==> src/rtl/ivr_pkg.sv <==
package ivr_pkg;

    localparam int unsigned EVT_N_DEF   = 7;
    localparam int unsigned DATA_W_DEF  = 16;
    localparam int unsigned ADDR_W_DEF  = 8;

    localparam int unsigned EV_ARB_LOST = 0;
    localparam int unsigned EV_NACK     = 1;
    localparam int unsigned EV_ACC_RDY  = 2;
    localparam int unsigned EV_RX_RDY   = 3;
    localparam int unsigned EV_TX_RDY   = 4;
    localparam int unsigned EV_STOP     = 5;
    localparam int unsigned EV_SLV_ADDR = 6;

    typedef enum logic [2:0] {
        VC_NONE     = 3'd0,
        VC_ARB_LOST = 3'd1,
        VC_NACK     = 3'd2,
        VC_ACC_RDY  = 3'd3,
        VC_RX_RDY   = 3'd4,
        VC_TX_RDY   = 3'd5,
        VC_STOP     = 3'd6,
        VC_SLV_ADDR = 3'd7
    } vec_code_e;

    typedef struct packed {
        logic mask_sel;
        logic stat_sel;
        logic vec_sel;
        logic mask_wr;
        logic stat_wr;
        logic vec_rd;
    } acc_dec_t;

    // event index i maps to vector code i+1
    function automatic int unsigned idx_to_code(input int unsigned idx);
        return idx + 1;
    endfunction

endpackage

==> src/rtl/ivr_decode.sv <==
module ivr_decode
    import ivr_pkg::*;
#(
    parameter int unsigned ADDR_W   = ADDR_W_DEF,
    parameter logic [ADDR_W-1:0] MASK_OFS = 'h04,
    parameter logic [ADDR_W-1:0] STAT_OFS = 'h08,
    parameter logic [ADDR_W-1:0] VEC_OFS  = 'h28
) (
    input  logic [ADDR_W-1:0] addr,
    input  logic              wr,
    input  logic              rd,
    output acc_dec_t          dec
);

    always_comb begin
        dec          = '0;
        dec.mask_sel = (addr == MASK_OFS);
        dec.stat_sel = (addr == STAT_OFS);
        dec.vec_sel  = (addr == VEC_OFS);
        dec.mask_wr  = dec.mask_sel & wr;
        dec.stat_wr  = dec.stat_sel & wr;
        dec.vec_rd   = dec.vec_sel & rd;
    end

endmodule

==> src/rtl/ivr_pending.sv <==
module ivr_pending #(
    parameter int unsigned NUM_EVT = 7,
    parameter logic [NUM_EVT-1:0] W1C_MASK = 7'h24
) (
    input  logic               clk,
    input  logic               rst,
    input  logic [NUM_EVT-1:0] evt,
    input  logic               w1c_en,
    input  logic [NUM_EVT-1:0] w1c_bits,
    input  logic               ack_en,
    input  logic [NUM_EVT-1:0] ack_onehot,
    output logic [NUM_EVT-1:0] pend
);

    for (genvar g = 0; g < NUM_EVT; g++) begin : g_flag
        logic clr;
        assign clr = (w1c_en & W1C_MASK[g] & w1c_bits[g]) | (ack_en & ack_onehot[g]);

        always_ff @(posedge clk) begin
            if (rst)
                pend[g] <= 1'b0;
            else if (evt[g])
                pend[g] <= 1'b1;   // set beats a same-cycle clear
            else if (clr)
                pend[g] <= 1'b0;
        end
    end

endmodule

==> src/rtl/ivr_prio.sv <==
module ivr_prio #(
    parameter int unsigned NUM_EVT = 7,
    localparam int unsigned CODE_W = $clog2(NUM_EVT + 1)
) (
    input  logic [NUM_EVT-1:0] req,
    output logic [CODE_W-1:0]  code,
    output logic [NUM_EVT-1:0] grant
);

    // scan from lowest to highest priority so the lowest index is kept
    always_comb begin
        code  = '0;
        grant = '0;
        for (int i = NUM_EVT - 1; i >= 0; i--) begin
            if (req[i]) begin
                code  = CODE_W'(i + 1);
                grant = '0;
                grant[i] = 1'b1;
            end
        end
    end

endmodule

==> src/rtl/ivr_ctrl.sv <==
module ivr_ctrl
    import ivr_pkg::*;
#(
    parameter int unsigned NUM_EVT  = EVT_N_DEF,
    parameter int unsigned DATA_W   = DATA_W_DEF,
    parameter int unsigned ADDR_W   = ADDR_W_DEF,
    parameter logic [ADDR_W-1:0] MASK_OFS = 'h04,
    parameter logic [ADDR_W-1:0] STAT_OFS = 'h08,
    parameter logic [ADDR_W-1:0] VEC_OFS  = 'h28,
    parameter int unsigned RXF_BIT  = 11,
    parameter int unsigned BUSY_BIT = 12,
    parameter logic [NUM_EVT-1:0] W1C_MASK = 7'h24
) (
    input  logic               clk,
    input  logic               rst,
    input  logic [ADDR_W-1:0]  bus_addr,
    input  logic               bus_wr,
    input  logic               bus_rd,
    input  logic [DATA_W-1:0]  bus_wdata,
    output logic [DATA_W-1:0]  bus_rdata,
    input  logic [NUM_EVT-1:0] evt_pulse,
    input  logic               eng_busy,
    input  logic               eng_rx_full,
    output logic               irq
);

    localparam int unsigned CODE_W = $clog2(NUM_EVT + 1);

    acc_dec_t           dec;
    logic [NUM_EVT-1:0] mask_q;
    logic [NUM_EVT-1:0] pend;
    logic [NUM_EVT-1:0] live;
    logic [NUM_EVT-1:0] grant;
    logic [CODE_W-1:0]  code;
    logic               unused_wdata;

    assign unused_wdata = ^bus_wdata[DATA_W-1:NUM_EVT];

    ivr_decode #(
        .ADDR_W   (ADDR_W),
        .MASK_OFS (MASK_OFS),
        .STAT_OFS (STAT_OFS),
        .VEC_OFS  (VEC_OFS)
    ) u_dec (
        .addr (bus_addr),
        .wr   (bus_wr),
        .rd   (bus_rd),
        .dec  (dec)
    );

    always_ff @(posedge clk) begin
        if (rst)
            mask_q <= '0;
        else if (dec.mask_wr)
            mask_q <= bus_wdata[NUM_EVT-1:0];
    end

    assign live = pend & mask_q;

    ivr_prio #(.NUM_EVT(NUM_EVT)) u_prio (
        .req   (live),
        .code  (code),
        .grant (grant)
    );

    ivr_pending #(
        .NUM_EVT  (NUM_EVT),
        .W1C_MASK (W1C_MASK)
    ) u_pend (
        .clk        (clk),
        .rst        (rst),
        .evt        (evt_pulse),
        .w1c_en     (dec.stat_wr),
        .w1c_bits   (bus_wdata[NUM_EVT-1:0]),
        .ack_en     (dec.vec_rd),
        .ack_onehot (grant),
        .pend       (pend)
    );

    assign irq = |live;

    always_comb begin
        bus_rdata = '0;
        if (dec.mask_sel) begin
            bus_rdata[NUM_EVT-1:0] = mask_q;
        end else if (dec.stat_sel) begin
            bus_rdata[NUM_EVT-1:0] = pend;
            bus_rdata[RXF_BIT]     = eng_rx_full;
            bus_rdata[BUSY_BIT]    = eng_busy;
        end else if (dec.vec_sel) begin
            bus_rdata[CODE_W-1:0]  = code;
        end
    end

endmodule

==> config.mk <==
export PLATFORM = sky130hd
export DESIGN_NAME = ivr_ctrl
export DESIGN_NICKNAME = d
export VERILOG_FILES = /design/src/rtl/ivr_pkg.sv /design/src/rtl/ivr_decode.sv /design/src/rtl/ivr_pending.sv /design/src/rtl/ivr_prio.sv /design/src/rtl/ivr_ctrl.sv
export SDC_FILE = /design/constraint.sdc
export NUM_CORES = 1
export LEC_CHECK = 0
export BUFFER_PORTS_ARGS = -buffer_cell sky130_fd_sc_hd__buf_2
export CAP_MARGIN = 20
export CORE_MARGIN = 3
export CORE_UTILIZATION = 47
export DETAILED_ROUTE_END_ITERATION = 6
export HOLD_SLACK_MARGIN = 0.05
export PLACE_DENSITY = 0.89
export SYNTH_ARGS = -nofsm -noshare
export SYNTH_HDL_FRONTEND = slang
export SYNTH_HIERARCHICAL = 1
export SYNTH_SLANG_ARGS = --single-unit
==> constraint.sdc <==
create_clock -name clk -period 2.65 [get_ports clk]
set_clock_uncertainty 0.1 [all_clocks]
set_input_delay 0.3975 -clock clk [delete_from_list [all_inputs] [get_ports clk]]
set_output_delay 0.3975 -clock clk [all_outputs]
set_load 0.005 [all_outputs]
# Word level (Yosys, flattened, before mapping)
# Index checks and enable logic that the tools add are counted.
[classes]
eq_ne = 3
n_mux = 34
n_bitwise = 15
reduce_logical = 8
[ops]
columns = ["operator", "count"]
rows = [
  ["$mux W7", 8],
  ["$mux W3", 9],
  ["$mux W1", 14],
  ["$reduce_bool A2 Y1", 7],
  ["$and A1 B1 Y1", 12],
  ["$eq A8 B3 Y1 const B", 1],
  ["$eq A8 B4 Y1 const B", 1],
  ["$eq A8 B6 Y1 const B", 1],
  ["$and A7 B7 Y7", 1],
  ["$reduce_or A7 Y1", 1],
  ["$mux W2", 2],
  ["$mux W4", 1],
  ["$or A1 B1 Y1", 2],
]
[word_totals]
regBits = 14
input_bits = 37
out_inout_bits = 17

# Longest topological paths before layout
[logic_depth]
depth_word = 12
ltp_mapped = 6
mapped_depth_nobuf = 6

# Modules after synthesis
# Netlist, hierarchy kept.
[by_module_without_submodules]
columns = ["mod", "n_inst", "cells_per_inst", "area_per_inst_um2"]
rows = [
  ["ivr_ctrl", 1, 62, 504.2],
  ["ivr_pending", 1, 24, 269.0],
  ["ivr_prio", 1, 20, 131.4],
  ["ivr_decode", 1, 10, 102.6],
]

# Worst setup path before layout
# No wires, ideal clock.
[synth_timing]
kind = "input-to-output"
from = "input bus_addr[1]"
to = "output bus_rdata[0]"
arrival_ns = 1.354
required_time_ns = 2.152
path_slack_ns = 0.798
path_stages = 5
n_path_buf = 1
path_cell_list = "nor4b_1 > and2_1 > clkbuf_1 > a21oi_1 > a21oi_1"
[synth_lines]
columns = ["item", "line", "source"]
rows = [
  ["from (decl)", "ivr_ctrl.sv:16", "input logic [ADDR_W-1:0] bus_addr,"],
  ["to (decl)", "ivr_ctrl.sv:20", "output logic [DATA_W-1:0] bus_rdata,"],
]

==> out/qor.csv <==
metric,value,unit
status,"complete, no violations",
syn2layout_area_growth,20.75,%
synth_flop_cell,dfxtp_1,
drtAntennaViolNets,0,
drc,0,
drtPass1Iterations,4,
gr-total-overflow,0,
p_comb_share,11.3,%
post_cts_buffers,0,
antenna_found_initial,0,
synth_cells,116,
cts.htree.levels,1,
ioPinCount,54,
nets,191,
syn_area,1007,um^2
track_usage,19.40,%
synth_top_area_share,27.83,%
cp.required,2150,ps
yosysUniqueCellTypes,33,
p_sw,104.0,uW
ys_warn_count,6,
cap_violations,0,
dp_slack,377.2,ps
grt_util_met2,33.26,%
fp-row-count,16,
num_antenna_cells,0,
wirelength,2400,um
grt_use_met1,21.95,%
whs,211.8,ps
ys_seq_area_share,27.83,%
switching_share,24.06,%
max_freq,438.6,MHz
synthArstFlopShare,0,%
ys_ff_latch,14,
dp_hpwl,1858,um
dpl-instance-area,1180,um^2
ir_worst_vdd,0.0004355,V
finish.utilization,60.75,%
dieHeight,52.29,um
hold_buffers,0,
hold_path_depth,2,
start_util,50.31,%
hold_path.class,in2reg,
path_max_fanout,12,
worstPathArrival,1780,ps
synth_area_leader_cell,dfxtp_1,
drtIter0Drc,24,
power_frac_seq,52.1,%
avgRoutedWirePerCell,13.33,um
synth_area_per_cell,8.683,um^2
grt_max_degree,13,
power.internal,328.1,uW
clk_pin_slew,90,ps
min-delay-start,evt_pulse[1],
cp-end-kind,output port,
setup_tns,0,ps
rsz0062_at_grt,no,
holdPathEnd,u_pend/pend[1]$_SDFFE_PP0P_,
cts_tree,yes,
clkSinkCount,14,
period_needed,2280,ps
gp_congestion,0.8456,
rr_worst_depth,5,
top_usage_layer,met2,
numCtsBuffers,3,
p_per_area,355.2,nW/um^2
final-hold-violation-count,0,
post_drt_via_cell_ratio,5.528,
slew_violations,0,
worst_slack,370.2,ps
setup_violations,0,
synth-edff-count,0,
criticalPathCategory,in2out,
numPortBuffers,37,
grt_pass1_vias,946,
cts-root-buf,clkbuf_4,
die_w,52.29,um
grt_pass1_wl,3960,um
final_cell_area,1216,um^2
worst_setup_path_start_kind,input port,
regToRegSetupSlack,960,ps
reg2reg_to,u_pend/pend[5]$_SDFFE_PP0P_,
period_share,86.03,%
p_leak,0.5538,nW
drive_gt1_share,33.33,%
vias,995,
die_area,2734,um^2
pwr-share-clk,36.6,%
post_cts_resized,0,
gr-usage-met3,4.843,%
core,2002,um^2
clkLatencyLatePin,290,ps
synth.area.top_cells,"dfxtp_1, mux2i_1, buf_4",
clockBufferDepth,2,
r2r_start,mask_q[0]$_SDFFE_PP0P_,
[critical path, cell delays in order]
cell,delay [ps]
buf_2,120
nor4b_1,330
and2_1,420
nor2b_1,160
a22o_1,230
buf_2,130
[sequential cells by signal, summed over array words and instances, names as in the netlist]
| register | count |
|---|---|
| mask_q | 7 |
| u_pend/pend | 7 |
[power by group through the flow]
stage	Clock, mW	Sequential [mW]	Combinational, mW
4_1_cts	0.161	0.225	0.0484
3_3_place_gp	0	0.229	0.0460
2_1_floorplan	0	0.227	0.0269
3_5_place_dp	0	0.229	0.0482
6_report	0.158	0.225	0.0487
5_1_grt	0.173	0.227	0.0540
[routing by layer]
layer / vias up / wire length [um]
met2: 45 / 1226
met3: 8 / 181
met1: 458 / 947
met4: 0 / 44
li1: 484 / -
met5: - / 0
[synthesized netlist by cell type (all sizes together) (3+ instances only)]
cell	number
a21boi	7
a21oi	9
a22o	4
and2	12
and3	4
buf	9
dfxtp	14
inv	3
mux2i	7
nand3b	5
nor2	12
nor2b	4
nor4b	3
o21a	5
[cells by family after synthesis]
kind of cell,Yosys count,share of synthesized area [%]
simple gates,49,33.79
buf+inv,13,7.950
mux,7,6.957
flops,14,27.83
compound gates,32,23.11
other cells,1,0.3723
[layout make-up]
class	instances	area (um^2)
clock buffer	4	36.28
sequential	14	280.3
inverter	3	11.26
multi-input combinational	95	669.4
fill	185	785.8
tap	27	33.78
timing repair buffer	37	185.2
[how the worst max path moves through the flow]
stage                      startpoint      endpoint  slack [ps]
after floorplan           bus_addr[1]  bus_rdata[0]         800
after global placement    bus_addr[1]  bus_rdata[3]         420
after detailed placement  bus_addr[1]  bus_rdata[3]         380
after CTS                 bus_addr[1]  bus_rdata[3]         370
after global routing      bus_addr[1]  bus_rdata[3]         240
final                     bus_addr[1]  bus_rdata[3]         370
[cell usage in the layout, fill, tap and decap left out]
| cell type | count |
|---|---|
| buf_2 | 37 |
| dfxtp_1 | 14 |
| nor2_1 | 12 |
| and2_1 | 9 |
| a21oi_1 | 9 |
| mux2i_1 | 7 |
| conb_1 | 7 |
| a21boi_0 | 7 |
| nand3b_1 | 5 |
| o21a_1 | 5 |
| nor2b_1 | 4 |
| a22o_1 | 4 |
| and2_2 | 3 |
| clkbuf_4 | 3 |
| inv_1 | 3 |
| nand2_1 | 2 |
| o21ai_0 | 2 |
| nor4b_1 | 2 |
| and3_2 | 2 |
| and3_1 | 2 |
| o211a_1 | 2 |
| a222oi_1 | 1 |
| or4b_1 | 1 |
| clkbuf_8 | 1 |
| nor4_4 | 1 |
| nor4b_4 | 1 |
| nor3_1 | 1 |
| and4_1 | 1 |
| o31ai_1 | 1 |
| nor4_2 | 1 |
| nor3b_2 | 1 |
| nor3b_1 | 1 |
| a2111oi_2 | 1 |
[stage by stage]
step	std cells	total power, mW
3_5_place_dp	176	0.2777
6_report	180	0.4320
2_1_floorplan	122	0.2542
5_1_grt	180	0.4537
3_3_place_gp	176	0.2748
4_1_cts	180	0.4345
(Power assumes the default switching activity.)
